**src/rtl/evpi_pkg.sv**
```systemverilog
package evpi_pkg;

  // Sequencer steps: wait, integrator pre-update, proportional step, publish
  typedef enum logic [1:0] {
    ST_IDLE  = 2'd0,
    ST_PRE   = 2'd1,
    ST_PROP  = 2'd2,
    ST_APPLY = 2'd3
  } evpi_state_e;

endpackage

```
**src/rtl/evpi_seq.sv**
```systemverilog
module evpi_seq
  import evpi_pkg::*;
(
  input  logic        clk,
  input  logic        rst,
  input  logic        evt_i,
  output evpi_state_e state_o,
  output logic        accept_o
);

  evpi_state_e state_q, state_d;

  assign accept_o = (state_q == ST_IDLE) && evt_i;
  assign state_o  = state_q;

  always_comb begin
    state_d = state_q;
    unique case (state_q)
      ST_IDLE:  if (evt_i) state_d = ST_PRE;
      ST_PRE:   state_d = ST_PROP;
      ST_PROP:  state_d = ST_APPLY;
      ST_APPLY: state_d = ST_IDLE;
      default:  state_d = ST_IDLE;
    endcase
  end

  always_ff @(posedge clk) begin
    if (rst) state_q <= ST_IDLE;
    else     state_q <= state_d;
  end

  // a strobe while busy never restarts the pre-update step
  a_r10_no_restart: assert property (@(posedge clk) disable iff (rst)
    (state_q != ST_IDLE) |=> (state_q != ST_PRE));

  // once started, the computation walks forward without stalling
  a_r8_walk: assert property (@(posedge clk) disable iff (rst)
    (state_q == ST_PRE) |=> (state_q == ST_PROP));

endmodule

```
**src/rtl/evpi_mul_rnd.sv**
```systemverilog
module evpi_mul_rnd #(
  parameter int AW = 17,
  parameter int BW = 19,
  parameter int FW = 8,
  localparam int RW = AW + BW + 1 - FW
) (
  input  logic signed [AW-1:0] a_i,
  input  logic signed [BW-1:0] b_i,
  output logic signed [RW-1:0] p_o
);

  logic signed [AW+BW-1:0] full;
  assign full = a_i * b_i;

  generate
    if (FW > 0) begin : g_round
      localparam logic signed [AW+BW:0] HALF = (AW+BW+1)'(64'd1 << (FW-1));
      logic signed [AW+BW:0] sum;
      assign sum = (AW+BW+1)'(full) + HALF;
      assign p_o = RW'(sum >>> FW);
    end else begin : g_exact
      assign p_o = RW'(full);
    end
  endgenerate

endmodule

```
**src/rtl/evpi_sat.sv**
```systemverilog
module evpi_sat #(
  parameter int IW = 31,
  parameter int DW = 16,
  parameter int FW = 8
) (
  input  logic signed [IW-1:0] v_i,
  output logic        [DW-1:0] y_o
);

  localparam logic signed [IW-1:0] ONE_W = IW'(64'd1 << FW);
  localparam logic        [DW-1:0] ONE_D = DW'(64'd1 << FW);

  always_comb begin
    if (v_i < 0)          y_o = '0;
    else if (v_i > ONE_W) y_o = ONE_D;
    else                  y_o = v_i[DW-1:0];
  end

endmodule

```
**src/rtl/evpi_core.sv**
```systemverilog
module evpi_core
  import evpi_pkg::*;
#(
  parameter int DW = 16,
  parameter int FW = 8
) (
  input  logic                 clk,
  input  logic                 rst,
  input  evpi_state_e          state_i,
  input  logic                 accept_i,
  input  logic signed [DW-1:0] temp_now_i,
  input  logic signed [DW-1:0] temp_prev_i,
  input  logic signed [DW-1:0] gain_int_i,
  input  logic signed [DW-1:0] gain_prop_i,
  input  logic signed [DW-1:0] temp_max_i,
  input  logic signed [DW-1:0] margin_i,
  input  logic signed [DW-1:0] gov_req_i,
  output logic        [DW-1:0] freq_o,
  output logic                 done_o
);

  localparam int SW = DW + 2;              // set point width
  localparam int EW = DW + 3;              // error width
  localparam int GW = DW + 1;              // gain difference width
  localparam int RW = GW + EW + 1 - FW;    // rounded product width
  localparam int AW = RW + 2;              // accumulator width
  localparam logic [DW-1:0] ONE = DW'(64'd1 << FW);

  // Operands captured at the event
  logic signed [SW-1:0] w_new_q, w_old_q;
  logic signed [DW-1:0] y_now_q, y_prev_q, gp_q;
  logic signed [GW-1:0] gdiff_q;
  logic        [DW-1:0] gov_q;
  logic                 primed_q;

  // Result state: the applied command doubles as u(k-1)
  logic        [DW-1:0] u_q;
  logic signed [AW-1:0] acc_q;
  logic                 done_q;
  logic                 pv_q;

  logic signed [SW-1:0] w_calc, w_ref;
  logic signed [EW-1:0] e_pre, e_prop;
  logic signed [GW-1:0] mul_a;
  logic signed [EW-1:0] mul_b;
  logic signed [RW-1:0] prod;
  logic        [DW-1:0] gov_sat, pi_sat, applied;

  // set point is limit minus twice the margin
  assign w_calc = SW'(temp_max_i) - (SW'(margin_i) <<< 1);

  // first event after reset uses its own set point as the previous one
  assign w_ref  = primed_q ? w_old_q : w_new_q;
  assign e_pre  = EW'(w_ref) - EW'(y_prev_q);
  assign e_prop = EW'(w_new_q) - EW'(y_now_q);

  always_comb begin
    mul_a = gdiff_q;
    mul_b = e_pre;
    if (state_i == ST_PROP) begin
      mul_a = GW'(gp_q);
      mul_b = e_prop;
    end
  end

  evpi_mul_rnd #(.AW(GW), .BW(EW), .FW(FW)) u_mul (
    .a_i (mul_a),
    .b_i (mul_b),
    .p_o (prod)
  );

  evpi_sat #(.IW(DW), .DW(DW), .FW(FW)) u_sat_gov (
    .v_i (gov_req_i),
    .y_o (gov_sat)
  );

  evpi_sat #(.IW(AW), .DW(DW), .FW(FW)) u_sat_pi (
    .v_i (acc_q),
    .y_o (pi_sat)
  );

  // lower of governor and PI command wins
  assign applied = (pi_sat < gov_q) ? pi_sat : gov_q;

  always_ff @(posedge clk) begin
    if (rst) begin
      w_new_q  <= '0;
      w_old_q  <= '0;
      y_now_q  <= '0;
      y_prev_q <= '0;
      gp_q     <= '0;
      gdiff_q  <= '0;
      gov_q    <= '0;
      primed_q <= 1'b0;
      u_q      <= ONE;
      acc_q    <= '0;
      done_q   <= 1'b0;
      pv_q     <= 1'b0;
    end else begin
      pv_q   <= 1'b1;
      done_q <= 1'b0;
      if (accept_i) begin
        w_new_q  <= w_calc;
        y_now_q  <= temp_now_i;
        y_prev_q <= temp_prev_i;
        gp_q     <= gain_prop_i;
        gdiff_q  <= GW'(gain_int_i) - GW'(gain_prop_i);
        gov_q    <= gov_sat;
      end
      unique case (state_i)
        ST_PRE:   acc_q <= AW'($signed({1'b0, u_q})) + AW'(prod);
        ST_PROP:  acc_q <= acc_q + AW'(prod);
        ST_APPLY: begin
          u_q      <= applied;       // state tracks the applied value
          w_old_q  <= w_new_q;
          primed_q <= 1'b1;
          done_q   <= 1'b1;
        end
        default: ;
      endcase
    end
  end

  assign freq_o = u_q;
  assign done_o = done_q;

  a_r5_range: assert property (@(posedge clk) disable iff (rst)
    done_q |-> (u_q <= ONE));

  a_r6_gov_cap: assert property (@(posedge clk) disable iff (rst)
    done_q |-> (u_q <= gov_q));

  a_r9_hold: assert property (@(posedge clk) disable iff (rst)
    (pv_q && !done_q) |-> $stable(u_q));

endmodule

```
**src/rtl/evpi_thermal_ctrl.sv**
```systemverilog
module evpi_thermal_ctrl
  import evpi_pkg::*;
#(
  parameter int DW = 16,
  parameter int FW = 8
) (
  input  logic          clk,
  input  logic          rst,
  input  logic          evt_i,
  input  logic [DW-1:0] temp_now_i,
  input  logic [DW-1:0] temp_prev_i,
  input  logic [DW-1:0] gain_int_i,
  input  logic [DW-1:0] gain_prop_i,
  input  logic [DW-1:0] temp_max_i,
  input  logic [DW-1:0] margin_i,
  input  logic [DW-1:0] gov_req_i,
  output logic [DW-1:0] freq_o,
  output logic          done_o
);

  evpi_state_e state;
  logic        accept;

  evpi_seq u_seq (
    .clk      (clk),
    .rst      (rst),
    .evt_i    (evt_i),
    .state_o  (state),
    .accept_o (accept)
  );

  evpi_core #(.DW(DW), .FW(FW)) u_core (
    .clk         (clk),
    .rst         (rst),
    .state_i     (state),
    .accept_i    (accept),
    .temp_now_i  ($signed(temp_now_i)),
    .temp_prev_i ($signed(temp_prev_i)),
    .gain_int_i  ($signed(gain_int_i)),
    .gain_prop_i ($signed(gain_prop_i)),
    .temp_max_i  ($signed(temp_max_i)),
    .margin_i    ($signed(margin_i)),
    .gov_req_i   ($signed(gov_req_i)),
    .freq_o      (freq_o),
    .done_o      (done_o)
  );

  a_r8_latency: assert property (@(posedge clk) disable iff (rst)
    done_o |-> $past(accept, 4));

  a_r8_single: assert property (@(posedge clk) disable iff (rst)
    done_o |=> !done_o);

endmodule

```
**config.mk**
```make
export PLATFORM = sky130hd
export DESIGN_NAME = evpi_thermal_ctrl
export DESIGN_NICKNAME = d
export VERILOG_FILES = /design/src/rtl/evpi_pkg.sv /design/src/rtl/evpi_seq.sv /design/src/rtl/evpi_mul_rnd.sv /design/src/rtl/evpi_sat.sv /design/src/rtl/evpi_core.sv /design/src/rtl/evpi_thermal_ctrl.sv
export SDC_FILE = /design/constraint.sdc
export NUM_CORES = 2
export LEC_CHECK = 0
export BUFFER_PORTS_ARGS = -buffer_cell sky130_fd_sc_hd__buf_2
export CORE_MARGIN = 2
export CORE_UTILIZATION = 64
export CTS_BUF_LIST = sky130_fd_sc_hd__clkbuf_8 sky130_fd_sc_hd__clkbuf_16
export DETAILED_ROUTE_END_ITERATION = 7
export PLACE_DENSITY_LB_ADDON = 0.25
export SLEW_MARGIN = 20
export SYNTH_ARGS = -nofsm -noshare
export SYNTH_HDL_FRONTEND = slang
export SYNTH_SLANG_ARGS = --single-unit
```
**constraint.sdc**
```tcl
create_clock -name clk -period 14.9 [get_ports clk]
set_input_delay 1.49 -clock clk [delete_from_list [all_inputs] [get_ports clk]]
set_output_delay 1.49 -clock clk [all_outputs]
set_load 0.05 [all_outputs]
```
# After elaboration in Yosys (flattened, before gate mapping)
# Cells that the tools add are included.
# totals
reg_bits	168
# op_classes
n_mul	1
addsub	7
reduce_logical	3
muxes	12
n_eq_ne	4
n_lt_le_gt_ge	5
# op_table
cell	n
$mux W16	5
$pmux W31 S2	1
$sub A18 B16 Y19	2
$add A36 B9 Y37 const B	1
$mul A17 B19 Y36	1
$add A31 B29 Y31	1
$gt A31 B10 Y1 const B	1
$lt A31 B1 Y1 const B	1
$add A17 B29 Y30	1
$mux W19	1
$mux W18	1
$sub A16 B17 Y18	1
$mux W17	1
$sub A16 B16 Y17	1
$gt A16 B10 Y1 const B	1
$lt A16 B1 Y1 const B	1
$lt A16 B16 Y1	1
$pmux W2 S4	1
$eq A2 B2 Y1 const B	2
$eq A2 B1 Y1 const B	1
$logic_not A2 Y1	1
$mux W2	1
$ne A2 B2 Y1 const B	1
$reduce_bool A2 Y1	1
2 further kinds	2

# Longest topological paths before layout
# logic_depth
word_depth	7
depth_mapped	52

# Modules after synthesis
# Synthesis repeated with hierarchy kept, for this count alone.
# hier_totals
hier_cells	2891
area_unflattened_um2	24815.0
# by_module_without_submodules
module	cells_per_inst	instances	area_per_inst_um2
evpi_core	1552	1	12602.1
evpi_mul_rnd	1258	1	11657.4
evpi_sat (u_core.u_sat_pi)	37	1	252.7
evpi_sat (u_core.u_sat_gov)	30	1	175.2
evpi_seq	14	1	127.6

# Worst setup path before layout
# OpenSTA, ideal clock, no wires.
# synth_path
path_kind	flip-flop to flip-flop
startpoint	reg u_core.primed_q
endpoint	reg u_core.acc_q[30]
slack_ns	3.765
t_arrival_ns	11.049
required_ns	14.814
path_stages_with_launch	46
cell_sequence	dfxtp_1 clkbuf_1 buf_1 mux2i_1 ha_1 inv_1 fa_1 a21o_1 a21oi_1 o21bai_1 a21oi_1 o21bai_1 a41oi_1 a211oi_1 o21ai_0 a311oi_1 nor2_1 nand2_1 [10 not listed] inv_1 ha_1 a21o_1 a21o_1 o31ai_1 inv_1 ha_1 nand2_1 nand2_1 a21o_1 a21oi_1 o21ai_0 a21o_1 a311oi_1 o21ai_0 xnor3_1 nand2_1 a211oi_1
# synth_between
elab_chain_len	7
elab_cells_between_ends	8
# synth_rtl
element	line	source
from (decl)	evpi_core.sv:34	logic primed_q;
from (signal assigned)	evpi_core.sv:94	primed_q <= 1'b0;
from (signal assigned)	evpi_core.sv:116	primed_q <= 1'b1;
$mux W18 *	evpi_core.sv:53	assign w_ref = primed_q ? w_old_q : w_new_q;
$sub A18 B16 Y19 *	evpi_core.sv:54	assign e_pre = EW'(w_ref) - EW'(y_prev_q);
$mux W19 *	evpi_core.sv:60	if (state_i == ST_PROP) begin
$mul A17 B19 Y36 *	evpi_mul_rnd.sv:13	assign full = a_i * b_i;
$add A36 B9 Y37 *	evpi_mul_rnd.sv:19	assign sum = (AW+BW+1)'(full) + HALF;
$add A31 B29 Y31 or $add A17 B29 Y30 (tied branches)	evpi_core.sv:112, evpi_core.sv:111	
$pmux W31 S2 *	evpi_core.sv:110	unique case (state_i)
to (signal assigned)	evpi_core.sv:111	ST_PRE: acc_q <= AW'($signed({1'b0, u_q})) + AW'(prod);
to (signal assigned)	evpi_core.sv:112	ST_PROP: acc_q <= acc_q + AW'(prod);
to (decl)	evpi_core.sv:38	logic signed [AW-1:0] acc_q;
# Mark *: on every way between the ends. The rest lies on a longest branch, timed or not.
# A chain may end at the register's enable or synchronous reset.

# Worst setup path after layout
# layout_path
startpoint	reg u_core.primed_q
endpoint	reg u_core.acc_q[29]
# The elaborated chain is that of the path after synthesis.

==> qor.csv <==
metric,value,unit
Slew Limit Fails,0,
initial core utilization,65.24,%
DRT iter0 DRCs,1401,
Detailed Route WL,66590,um
dpl cells,3569,
Post-route DRC,0,
Post CTS Setup Buffer Count,0,
fraction of registers with async set/reset,0,%
gpl congestion,0.9474,
Pre-antenna DRT Iters,6,
"Top FF cell, synth",dfxtp_1,
synthesis-to-layout area growth,7.009,%
Max Fanout on Critical Path,19,
proportion of layout cells with a drive suffix above 1,8.091,%
worst path required time,15.30,ns
number of distinct library cells after synthesis,91,
fillers,3123,
CP max stage cell,dfxtp_1,
Sink Count,167,
first-pass GRT wire length,108600,um
Finished Layout Cells,3601,
syn_area_per_cell,8.227,sq um
final hold vios,0,
CP endpoint kind,flip-flop,
Worst Setup Path Type,reg -> reg,
DP Wirelength,54930,um
relative slew slack,23.67,%
Final Setup Violations,0,
I/O Buffers,131,
number of synthesized flops with an enable pin,0,
Core ar.,0.03784,sq mm
hold buffers post-CTS,0,
average wire per standard cell,18.49,um
Worst EP arrival,13.11,ns
Die X,200.4,um
Post-Syn Area,0.02469,sq mm
initial antenna violation count,0,
Rows,71,
"antenna viol nets, final",0,
vias in the first global route,21300,
sequential area share after synthesis,13.54,%
synthesized instance count,3001,
Final min period,12.71,ns
Inserted Diodes,0,
status,"finished, final reports clean",
largest net degree at the start of global routing,94,
fin area,0.02642,sq mm
CTS buffer count,17,
largest buffer count on any clock path,2,
period utilisation layout,85.32,%
CTS tree,built,
Post-DP Area,0.02580,sq mm
Vias,21060,
clock root buffer master,clkbuf_16,
layout net count,3742,
Hold Crit Class,reg -> reg,
Worst-Margin Slew,1.145,ns
"FF+latch count, synth",167,
unrepaired setup endpoints after global routing,no,
Boundary Pins,132,
Die ar.,0.04016,sq mm
CP max stage delay,0.89,ns
clk_lat worst skew,0.51,ns
Worst setup SP type,flip-flop,
# resized after CTS,0,
warnings from Yosys,0,
total grt overflow,0,
setup total negative slack,0,ns
GRT Total Usage,33.86,%
DR vias/cell,5.848,
H-tree depth,4,
Worst-path clk slew,0.07,ns
die height,200.4,um
Post-Route Skew,0.02941,ns
max_cap viols,0,
Fmax,78.66,MHz
-- metal layers --
layer	track usage, %	wire length [um]	part of all wire, %	vias up
met4	12.62	2247	3.4	0
met3	7.615	5443	8.2	148
met2	55.02	30710	46	840
met1	44.42	28190	42	10150
met5	0	0	0	-
li1	-	-	-	9915
-- flip-flops by register name (all words and copies together) (netlist names), 2 cells and up --
signal / flops
u_core.acc_q: 31
u_core.freq_o: 16
u_core.gdiff_q: 17
u_core.gov_q: 15
u_core.gp_q: 16
u_core.w_new_q: 18
u_core.w_old_q: 18
u_core.y_now_q: 16
u_core.y_prev_q: 16
u_seq.state_o: 2
-- per-stage QoR --
step                utilization [%]  hold slack, ns  setup WS [ns]
floorplan                         -          0.4363          3.765
global route                  69.81          0.4775          1.336
finish                        69.81          0.4602          2.187
detailed placement            68.18          0.4482          2.239
global placement              68.16          0.4453          2.628
CTS                           69.79          0.4602          2.209
-- synth_stat cells, types with 6 or more instances --
cell type / number / area share, %
nor3_1: 48 / 0.97
a31oi_1: 16 / 0.41
a311o_1: 6 / 0.24
nor2b_1: 35 / 0.89
xor2_1: 28 / 0.99
o31ai_1: 8 / 0.24
nand3_1: 38 / 0.77
nand4_1: 12 / 0.30
and2_1: 24 / 0.61
or3_1: 15 / 0.38
o21bai_1: 12 / 0.36
a21boi_0: 11 / 0.33
o31a_1: 9 / 0.32
and3_1: 21 / 0.53
inv_1: 508 / 7.7
nand2b_1: 32 / 0.81
o21ai_1: 14 / 0.28
a311oi_1: 11 / 0.39
clkbuf_1: 76 / 1.2
o21ai_0: 85 / 1.7
dfxtp_1: 167 / 14
a211o_1: 8 / 0.28
nor4_1: 13 / 0.33
buf_1: 17 / 0.26
mux2i_1: 52 / 2.1
maj3_1: 6 / 0.24
xnor2_1: 81 / 2.9
a21oi_1: 162 / 3.3
or2_2: 7 / 0.18
a211oi_1: 41 / 1.2
o21a_1: 15 / 0.46
mux2_2: 32 / 1.5
o211ai_1: 6 / 0.18
nand2_1: 341 / 5.2
a22o_1: 16 / 0.57
ha_1: 219 / 11
nor2_1: 329 / 5.0
fa_1: 331 / 27
a21o_1: 52 / 1.6
a22oi_1: 15 / 0.46
-- cell families (layout without fill, tap and decap cells) --
kind of cell	Yosys count	count (layout)	synth area share (%)
buffers and inverters	608	692	9.325
AND/OR/NAND/NOR	936	936	16.73
AO/OA/AOI/OAI	538	538	14.61
flip-flops	167	167	13.54
XOR/XNOR	111	111	4.024
other	1	6	0.01519
multiplexers	84	84	3.568
adder cells (fa/ha/maj)	556	556	38.18
-- cells in the final DEF (no fill, tap or decap), drive strengths merged, types with 17 or more instances in the layout --
cell      n
a211oi   43
a21o     52
a21oi   162
a31oi    19
and2     24
and3     21
buf     149
clkbuf   17
dfxtp   167
fa      331
ha      219
inv     517
mux2     32
mux2i    52
nand2   341
nand2b   32
nand3    38
nor2    330
nor2b    35
nor3     48
o21ai    99
xnor2    82
xor2     28
-- area by class of cell --
cell class	instances	area, sq um	area share, %
sequential	167	3343	12.65
timing repair buffer	149	793.3	3.003
tap	511	639.4	2.420
multi-input combinational	2231	19120	72.36
clock buffer	17	425.4	1.610
clock inverter	15	183.9	0.6962
inverter	511	1918	7.260
-- final timing paths --
path / to / start / depth (start not counted) / slack, ns
setup / recovery: u_core.acc_q[29]$_SDFFE_PP0P_ / u_core.primed_q$_SDFFE_PP0P_ / 42 / 2.19
setup reg to reg: u_core.acc_q[29]$_SDFFE_PP0P_ / u_core.primed_q$_SDFFE_PP0P_ / 42 / 2.19
hold / removal: u_core.y_now_q[10]$_SDFFE_PP0P_ / u_core.y_now_q[10]$_SDFFE_PP0P_ / 2 / 0.46
hold reg to reg: u_core.y_now_q[10]$_SDFFE_PP0P_ / u_core.y_now_q[10]$_SDFFE_PP0P_ / 2 / 0.46
-- worst max-delay path, delay by kind of cell, from the launching register on --
kind            cells  cell delay, ns
buf+inv             6            0.60
simple gates        4            1.11
mux                 1            0.26
compound gates     19            4.29
flops               1            0.89
xor+xnor            3            1.23
fa+ha+maj           9            4.20
Power is left out: the tool's default activity adds up to more than one toggle a clock period on the data nets, which glitch-free logic cannot reach.
